<file path="src/rtl/wdt_keyed_pkg.sv">
// Shared constants and helpers for the keyed watchdog.
// Assumes a 32-bit data word whose lower half holds the counter.
package wdt_keyed_pkg;

    localparam int WORD_W = 32;
    localparam int CNT_W  = WORD_W / 2;

    // Returns log2 of the divide ratio picked by a 3-bit select.
    function automatic logic [3:0] div_shift(input logic [2:0] s);
        case (s)
            3'd0:    div_shift = 4'd0;
            3'd1:    div_shift = 4'd2;
            3'd2:    div_shift = 4'd4;
            3'd3:    div_shift = 4'd5;
            3'd4:    div_shift = 4'd6;
            3'd5:    div_shift = 4'd7;
            3'd6:    div_shift = 4'd10;
            default: div_shift = 4'd12;
        endcase
    endfunction

endpackage

</file>
<file path="src/rtl/wdt_regif.sv">
// Register interface: checks write keys and alignment, holds the control
// fields, and builds the read word.
// Assumes the read data is sampled combinationally by the bus master.
module wdt_regif
    import wdt_keyed_pkg::*;
#(
    parameter int          ADDR_W  = 4,
    parameter logic [15:0] CNT_KEY = 16'h5A5A,
    parameter logic [23:0] CTL_KEY = 24'hA5A5A5
) (
    input  logic              clk,
    input  logic              rst_n,
    input  logic              bus_sel,
    input  logic              bus_we,
    input  logic [ADDR_W-1:0] bus_addr,
    input  logic [WORD_W-1:0] bus_wdata,
    input  logic [CNT_W-1:0]  cnt_val,
    input  logic              pend,
    input  logic              ovf,
    output logic              cnt_wr,
    output logic [CNT_W-1:0]  cnt_wr_val,
    output logic              ctla_wr,
    output logic              ovf_clr,
    output logic              en_q,
    output logic [2:0]        sel_q,
    output logic [WORD_W-1:0] bus_rdata
);
    localparam int WIX_W = ADDR_W - 2;

    logic [WIX_W-1:0] word;
    logic             wr_go;
    logic             ctlb_wr;
    logic [7:0]       aux_q;

    // Decodes word index and the keyed write strobes.
    always_comb begin
        word       = bus_addr[ADDR_W-1:2];
        wr_go      = bus_sel && bus_we && (bus_addr[1:0] == 2'b00);
        cnt_wr     = wr_go && (word == WIX_W'(0)) && (bus_wdata[31:16] == CNT_KEY);
        ctla_wr    = wr_go && (word == WIX_W'(1)) && (bus_wdata[31:8] == CTL_KEY);
        ctlb_wr    = wr_go && (word == WIX_W'(2)) && (bus_wdata[31:8] == CTL_KEY);
        ovf_clr    = ctla_wr && !bus_wdata[4];
        cnt_wr_val = bus_wdata[CNT_W-1:0];
    end

    // Stores enable, divide select and the second control byte.
    always_ff @(posedge clk) begin
        if (!rst_n) begin
            en_q  <= 1'b0;
            sel_q <= 3'd0;
            aux_q <= 8'd0;
        end else begin
            if (ctla_wr) begin
                en_q  <= bus_wdata[7];
                sel_q <= bus_wdata[2:0];
            end
            if (ctlb_wr) begin
                aux_q <= bus_wdata[7:0];
            end
        end
    end

    // Builds the read word for the addressed register.
    always_comb begin
        bus_rdata = '0;
        if (word == WIX_W'(0)) begin
            bus_rdata[CNT_W-1:0] = cnt_val;
        end else if (word == WIX_W'(1)) begin
            bus_rdata[7:0] = {en_q, 1'b0, pend, ovf, 1'b0, sel_q};
        end else if (word == WIX_W'(2)) begin
            bus_rdata[7:0] = aux_q;
        end
    end

endmodule

</file>
<file path="src/rtl/wdt_prescaler.sv">
// Divides the timer tick by 1..4096 and emits one count step per period.
// Assumes PRE_W is at least 12 so that the largest ratio fits.
module wdt_prescaler
    import wdt_keyed_pkg::*;
#(
    parameter int PRE_W = 12
) (
    input  logic       clk,
    input  logic       rst_n,
    input  logic       tick,
    input  logic       run,
    input  logic       restart,
    input  logic [2:0] sel,
    output logic       step
);
    logic [PRE_W-1:0] pre_q;
    logic [PRE_W-1:0] lim;

    // Derives the terminal count and the step strobe.
    always_comb begin
        lim  = PRE_W'((32'd1 << div_shift(sel)) - 32'd1);
        step = tick && run && (pre_q == lim);
    end

    // Advances the tick divider; cleared while stopped or reconfigured.
    always_ff @(posedge clk) begin
        if (!rst_n || restart || !run) begin
            pre_q <= '0;
        end else if (tick) begin
            pre_q <= step ? '0 : pre_q + 1'b1;
        end
    end

endmodule

</file>
<file path="src/rtl/wdt_counter.sv">
// Up-counter with a tick-timed load path and the sticky overflow flag.
// Assumes PEND_TICKS >= 1; a new write restarts a pending load.
module wdt_counter
    import wdt_keyed_pkg::*;
#(
    parameter int PEND_TICKS = 2
) (
    input  logic             clk,
    input  logic             rst_n,
    input  logic             tick,
    input  logic             step,
    input  logic             wr,
    input  logic [CNT_W-1:0] wr_val,
    input  logic             ovf_clr,
    output logic [CNT_W-1:0] cnt_q,
    output logic             pend,
    output logic             ovf_q,
    output logic             ovf_evt
);
    localparam int PD_W = $clog2(PEND_TICKS + 1);

    logic [PD_W-1:0]  pd_q;
    logic [CNT_W-1:0] hold_q;
    logic             load;

    // Flags the load tick and the wrap event.
    always_comb begin
        pend    = (pd_q != '0);
        load    = tick && (pd_q == PD_W'(1)) && !wr;
        ovf_evt = step && (&cnt_q);
    end

    // Captures written value and times the pending window.
    always_ff @(posedge clk) begin
        if (!rst_n) begin
            pd_q   <= '0;
            hold_q <= '0;
        end else if (wr) begin
            pd_q   <= PD_W'(PEND_TICKS);
            hold_q <= wr_val;
        end else if (tick && pend) begin
            pd_q   <= pd_q - 1'b1;
        end
    end

    // Loads or advances the count.
    always_ff @(posedge clk) begin
        if (!rst_n) begin
            cnt_q <= '0;
        end else if (load) begin
            cnt_q <= hold_q;
        end else if (step) begin
            cnt_q <= cnt_q + 1'b1;
        end
    end

    // Keeps the overflow flag until an explicit clear.
    always_ff @(posedge clk) begin
        if (!rst_n) begin
            ovf_q <= 1'b0;
        end else if (ovf_evt) begin
            ovf_q <= 1'b1;
        end else if (ovf_clr) begin
            ovf_q <= 1'b0;
        end
    end

endmodule

</file>
<file path="src/rtl/wdt_rst_pulse.sv">
// Stretches an overflow event into a fixed-length reset request.
// Assumes events during an active pulse are dropped.
module wdt_rst_pulse #(
    parameter int PULSE_LEN = 16
) (
    input  logic clk,
    input  logic rst_n,
    input  logic evt,
    output logic req
);
    localparam int PW = $clog2(PULSE_LEN + 1);

    logic [PW-1:0] left_q;

    // Loads the pulse length on an idle event and counts it down.
    always_ff @(posedge clk) begin
        if (!rst_n) begin
            left_q <= '0;
        end else if (evt && left_q == '0) begin
            left_q <= PW'(PULSE_LEN);
        end else if (left_q != '0) begin
            left_q <= left_q - 1'b1;
        end
    end

    // Drives the request while cycles remain.
    assign req = (left_q != '0);

endmodule

</file>
<file path="src/rtl/wdt_keyed_top.sv">
// Top of the keyed watchdog: register interface, prescaler, counter and
// reset pulse stretcher. Assumes tmr_tick is synchronous to clk.
module wdt_keyed_top
    import wdt_keyed_pkg::*;
#(
    parameter int          ADDR_W     = 4,
    parameter int          PRE_W      = 12,
    parameter int          PEND_TICKS = 2,
    parameter int          PULSE_LEN  = 16,
    parameter logic [15:0] CNT_KEY    = 16'h5A5A,
    parameter logic [23:0] CTL_KEY    = 24'hA5A5A5
) (
    input  logic              clk,
    input  logic              rst_n,
    input  logic              tmr_tick,
    input  logic              bus_sel,
    input  logic              bus_we,
    input  logic [ADDR_W-1:0] bus_addr,
    input  logic [31:0]       bus_wdata,
    output logic [31:0]       bus_rdata,
    output logic              wdt_reset_req
);
    logic             cnt_wr;
    logic [CNT_W-1:0] cnt_wr_val;
    logic             ctla_wr;
    logic             ovf_clr;
    logic             en_q;
    logic [2:0]       sel_q;
    logic [CNT_W-1:0] cnt_q;
    logic             pend;
    logic             ovf_q;
    logic             ovf_evt;
    logic             step;
    logic             run;

    // Counting is allowed only when enabled and no load is in flight.
    assign run = en_q && !pend;

    wdt_regif #(.ADDR_W(ADDR_W), .CNT_KEY(CNT_KEY), .CTL_KEY(CTL_KEY)) u_regif (
        .clk(clk), .rst_n(rst_n), .bus_sel(bus_sel), .bus_we(bus_we),
        .bus_addr(bus_addr), .bus_wdata(bus_wdata), .cnt_val(cnt_q),
        .pend(pend), .ovf(ovf_q), .cnt_wr(cnt_wr), .cnt_wr_val(cnt_wr_val),
        .ctla_wr(ctla_wr), .ovf_clr(ovf_clr), .en_q(en_q), .sel_q(sel_q),
        .bus_rdata(bus_rdata)
    );

    wdt_prescaler #(.PRE_W(PRE_W)) u_pre (
        .clk(clk), .rst_n(rst_n), .tick(tmr_tick), .run(run),
        .restart(ctla_wr), .sel(sel_q), .step(step)
    );

    wdt_counter #(.PEND_TICKS(PEND_TICKS)) u_cnt (
        .clk(clk), .rst_n(rst_n), .tick(tmr_tick), .step(step), .wr(cnt_wr),
        .wr_val(cnt_wr_val), .ovf_clr(ovf_clr), .cnt_q(cnt_q), .pend(pend),
        .ovf_q(ovf_q), .ovf_evt(ovf_evt)
    );

    wdt_rst_pulse #(.PULSE_LEN(PULSE_LEN)) u_pulse (
        .clk(clk), .rst_n(rst_n), .evt(ovf_evt), .req(wdt_reset_req)
    );

endmodule

</file>
<file path="config.mk">
export PLATFORM = sky130hd
export DESIGN_NAME = wdt_keyed_top
export DESIGN_NICKNAME = d
export VERILOG_FILES = /design/src/rtl/wdt_keyed_pkg.sv /design/src/rtl/wdt_regif.sv /design/src/rtl/wdt_prescaler.sv /design/src/rtl/wdt_counter.sv /design/src/rtl/wdt_rst_pulse.sv /design/src/rtl/wdt_keyed_top.sv
export SDC_FILE = /design/constraint.sdc
export NUM_CORES = 1
export LEC_CHECK = 0
export BUFFER_PORTS_ARGS = -buffer_cell sky130_fd_sc_hd__buf_2
export CAP_MARGIN = 10
export CELL_PAD_IN_SITES_DETAIL_PLACEMENT = 0
export CELL_PAD_IN_SITES_GLOBAL_PLACEMENT = 2
export CORE_MARGIN = 4
export CORE_UTILIZATION = 33
export CTS_CLUSTER_SIZE = 14
export DETAILED_ROUTE_END_ITERATION = 8
export GPL_ROUTABILITY_DRIVEN = 0
export PLACE_DENSITY_LB_ADDON = 0.1
export SLEW_MARGIN = 25
export SYNTH_ARGS = -nofsm -noshare
export SYNTH_HDL_FRONTEND = slang
export SYNTH_SLANG_ARGS = --single-unit
</file>
<file path="constraint.sdc">
create_clock -name clk -period 3.08 [get_ports clk]
set_clock_uncertainty 0.1 [all_clocks]
set_input_delay 0.308 -clock clk [delete_from_list [all_inputs] [get_ports clk]]
set_output_delay 0.308 -clock clk [all_outputs]
set_load 0.05 [all_outputs]
</file>
==> key figures <==
CTS
  – Clock Sinks: 64
  – H-tree level count: 3
  – Post-CTS setup buffers: 0
  – Clk slew on worst S/H paths: around 60 ps
  – CTS tree: yes
  – Worst-case clock buffer depth: 2
  – Later-pin clock latency in the skew report: around 330 ps
  – Root Buffer: clkbuf_16
  – TritonCTS Buffers: 9

Worst setup path
  – Flop-to-flop setup slack: ~250 ps
  – CP Data Required Time: between 3000 and 4000 ps
  – Startpoint class of the critical path: flop
  – Max Fanout on Critical Path: 15
  – CP Capture Type: flop
  – Crit path DAT: roughly 3000 ps
  – Critical path class: flop to flop

Cells and area
  – Commonest cells after routing, fill and taps aside: dfxtp_1, buf_2, nor2_1, mux2i_1, xnor2_1
  – Final net count: about 540
  – Area grow syn2layout: 18.7%
  – Share of layout cells above drive strength 1: 0.218
  – ANT cells: 0
  – Most common cell after layout, fill and taps aside: dfxtp_1

Routing
  – Initial DRT Pass Iterations: 4
  – DR WL/cell: between 10 and 15 microns
  – Remaining routing DRC violations: 0
  – Via Count: roughly 3.2k
  – DRT antenna net count: 0
  – Avg Vias per Cell: 4.99
  – DR iter-0 viols: 192
  – DRT Wirelength: about 9.5 mm

Global route
  – Pin count of the biggest net entering global routing: 36
  – Vias in the first global route: slightly above 3k
  – Initial antenna violation count: 0
  – GRT Total Usage: 0.152
  – First-pass GRT wire length: 15.6 mm
  – GRT overflow: 0

Worst hold path
  – Hold WC Path Type: input pin to flop

Floorplanning
  – Row Count: 38
  – Die Span X: 114 microns
  – Core Footprint: approximately 11000 sq um
  – # IOs: 74
  – Die area: between 10000 and 15000 sq um
  – DIE HEIGHT: 114 microns
  – Initial Util: 0.341

Power and ir drop
  – Sw Share: 0.293
  – Peak VDD IR: between 0.3 and 0.4 mV
  – Combinational power share: 0.186
  – Sequential Power Share: 0.401
  – Power per Cell Area: 515 nW/um^2
  – Pint: 1620 uW
  – Clock power frac: 0.413
  – Net Sw Power: approximately 670 uW
  – LEAKAGE: 0.00162 uW

Run status
  – Status: finished clean

STA
  – Worst slew pin tran: between 600 and 700 ps
  – Worst Setup Slack, final: about 250 ps
  – Slew HR: 0.583
  – Max Slew Vio Count: 0
  – Final worst-path cycle share: 0.920
  – Final hold violations: 0
  – Final setup TNS: 0 ps
  – RSZ-0062 raised after global routing: no
  – Hold Slack: between 100 and 150 ps
  – Max Freq: around 350 MHz
  – Final setup fails: 0
  – Min cycle time layout: about 2800 ps

Synthesis
  – FF+latch count, synth: 64
  – Avg Cell Area, Syn: approximately 8.5 sq um
  – Register area share after synthesis: 0.343
  – Syn Inst Count: between 400 and 500
  – Async set-reset flop share out of synthesis: 0
  – Synth Warn #: 0
  – Cell variety after synth: 53
  – Top FF cell, synth: dfxtp_1
  – Mapped Area: 3740 sq um
  – Post-synth EDFFs: 0

Placed design
  – Post-place setup slack: roughly 130 ps
  – Hpwl dp: between 7 and 8 mm
  – IO buf count: between 50 and 60

Run
  – Max-Cap Viols: 0
## Yosys cell counts (11+ instances only)
library cell  number  area [sq um]
nor2_1            55           206
inv_1             13          48.8
o21ai_0           23           115
nand3_1           11          55.1
clkbuf_1          12          45.0
nand2_1           22          82.6
nor3_1            11          55.1
mux2i_1           37           370
a21oi_1           18          90.1
buf_2             12          60.1
buf_4             17           128
xnor2_1           25           219
dfxtp_1           64          1280
xor2_1            12           105
## area by class of cell
cell class	instances	area, sq um
Clock buffer	12	256
Clock inverter	3	17.5
Fill cell	1132	6540
Inverter	14	52.6
Multi-Input combinational cell	332	2230
Sequential cell	64	1280
Tap cell	140	175
Timing Repair Buffer	74	425
## flip-flops by register name, indices dropped and copies added (netlist names)
name / cells
u_cnt.cnt_q: 16
u_cnt.hold_q: 16
u_pre.pre_q: 12
u_regif.aux_q: 8
u_pulse.left_q: 5
u_regif.sel_q: 3
u_cnt.pd_q: 2
u_cnt.ovf_q: 1
u_regif.en_q: 1
## power groups by stage
stage / combinational (uW) / clock, uW / sequential, uW
6_report: 424 / 945 / 918
2_1_floorplan: 330 / 0 / 924
5_1_grt: 476 / 1000 / 924
4_1_cts: 428 / 974 / 917
3_5_place_dp: 424 / 0 / 935
3_3_place_gp: 423 / 0 / 935
## logic make-up (layout without fill, tap and decap cells)
family | Yosys count | count (layout) | synth area share
simple gates | 166 | 166 | 0.253
flops | 64 | 64 | 0.343
xor+xnor | 37 | 37 | 0.0867
fa+ha+maj | 7 | 7 | 0.0234
compound gates | 66 | 66 | 0.107
mux | 39 | 39 | 0.105
buf+inv | 57 | 103 | 0.0803
other cells | 2 | 17 | 0.00201
## worst max-delay path: stages (launching register included)
cell	delay [ps]
dfxtp_1	300
or3_1	370
ha_1	310
buf_4	190
and3_1	170
o21ai_1	150
a32o_4	380
nor2_2	80
or3_1	550
nor2_1	170
## per-stage QoR
| stage | instance area, sq um | power, uW | utilization | cells |
|---|---|---|---|---|
| after floorplan | 3800 | 1250 | - | 453 |
| after global placement | 4160 | 1360 | 0.378 | 624 |
| after detailed placement | 4160 | 1360 | 0.378 | 624 |
| after CTS | 4430 | 2320 | 0.403 | 639 |
| after global routing | 4440 | 2400 | 0.404 | 639 |
| final | 4440 | 2290 | 0.404 | 639 |
## worst paths after layout
kind,startpoint,end,cells after the start
setup / recovery,u_regif.sel_q[2],u_pre.pre_q[7],9
hold / removal,bus_wdata[15],u_cnt.hold_q[15],3
setup reg to reg,u_regif.sel_q[2],u_pre.pre_q[7],9
hold reg to reg,u_cnt.hold_q[8],u_cnt.cnt_q[8],2
## layer usage
layer	track usage	vias up	part of all wire
met2	0.225	73	0.43
li1	-	1625	-
met3	0.0428	14	0.049
met4	0.0467	0	0.014
met1	0.214	1479	0.50
met5	0	-	0
## timing repair
item | CTS | global route
hold endpoints to repair | 0 | 0
setup endpoints to repair | 0 | 8
gates resized for setup | 0 | 1
hold buffers | 0 | 0
Power figures use the tool's default switching activity.
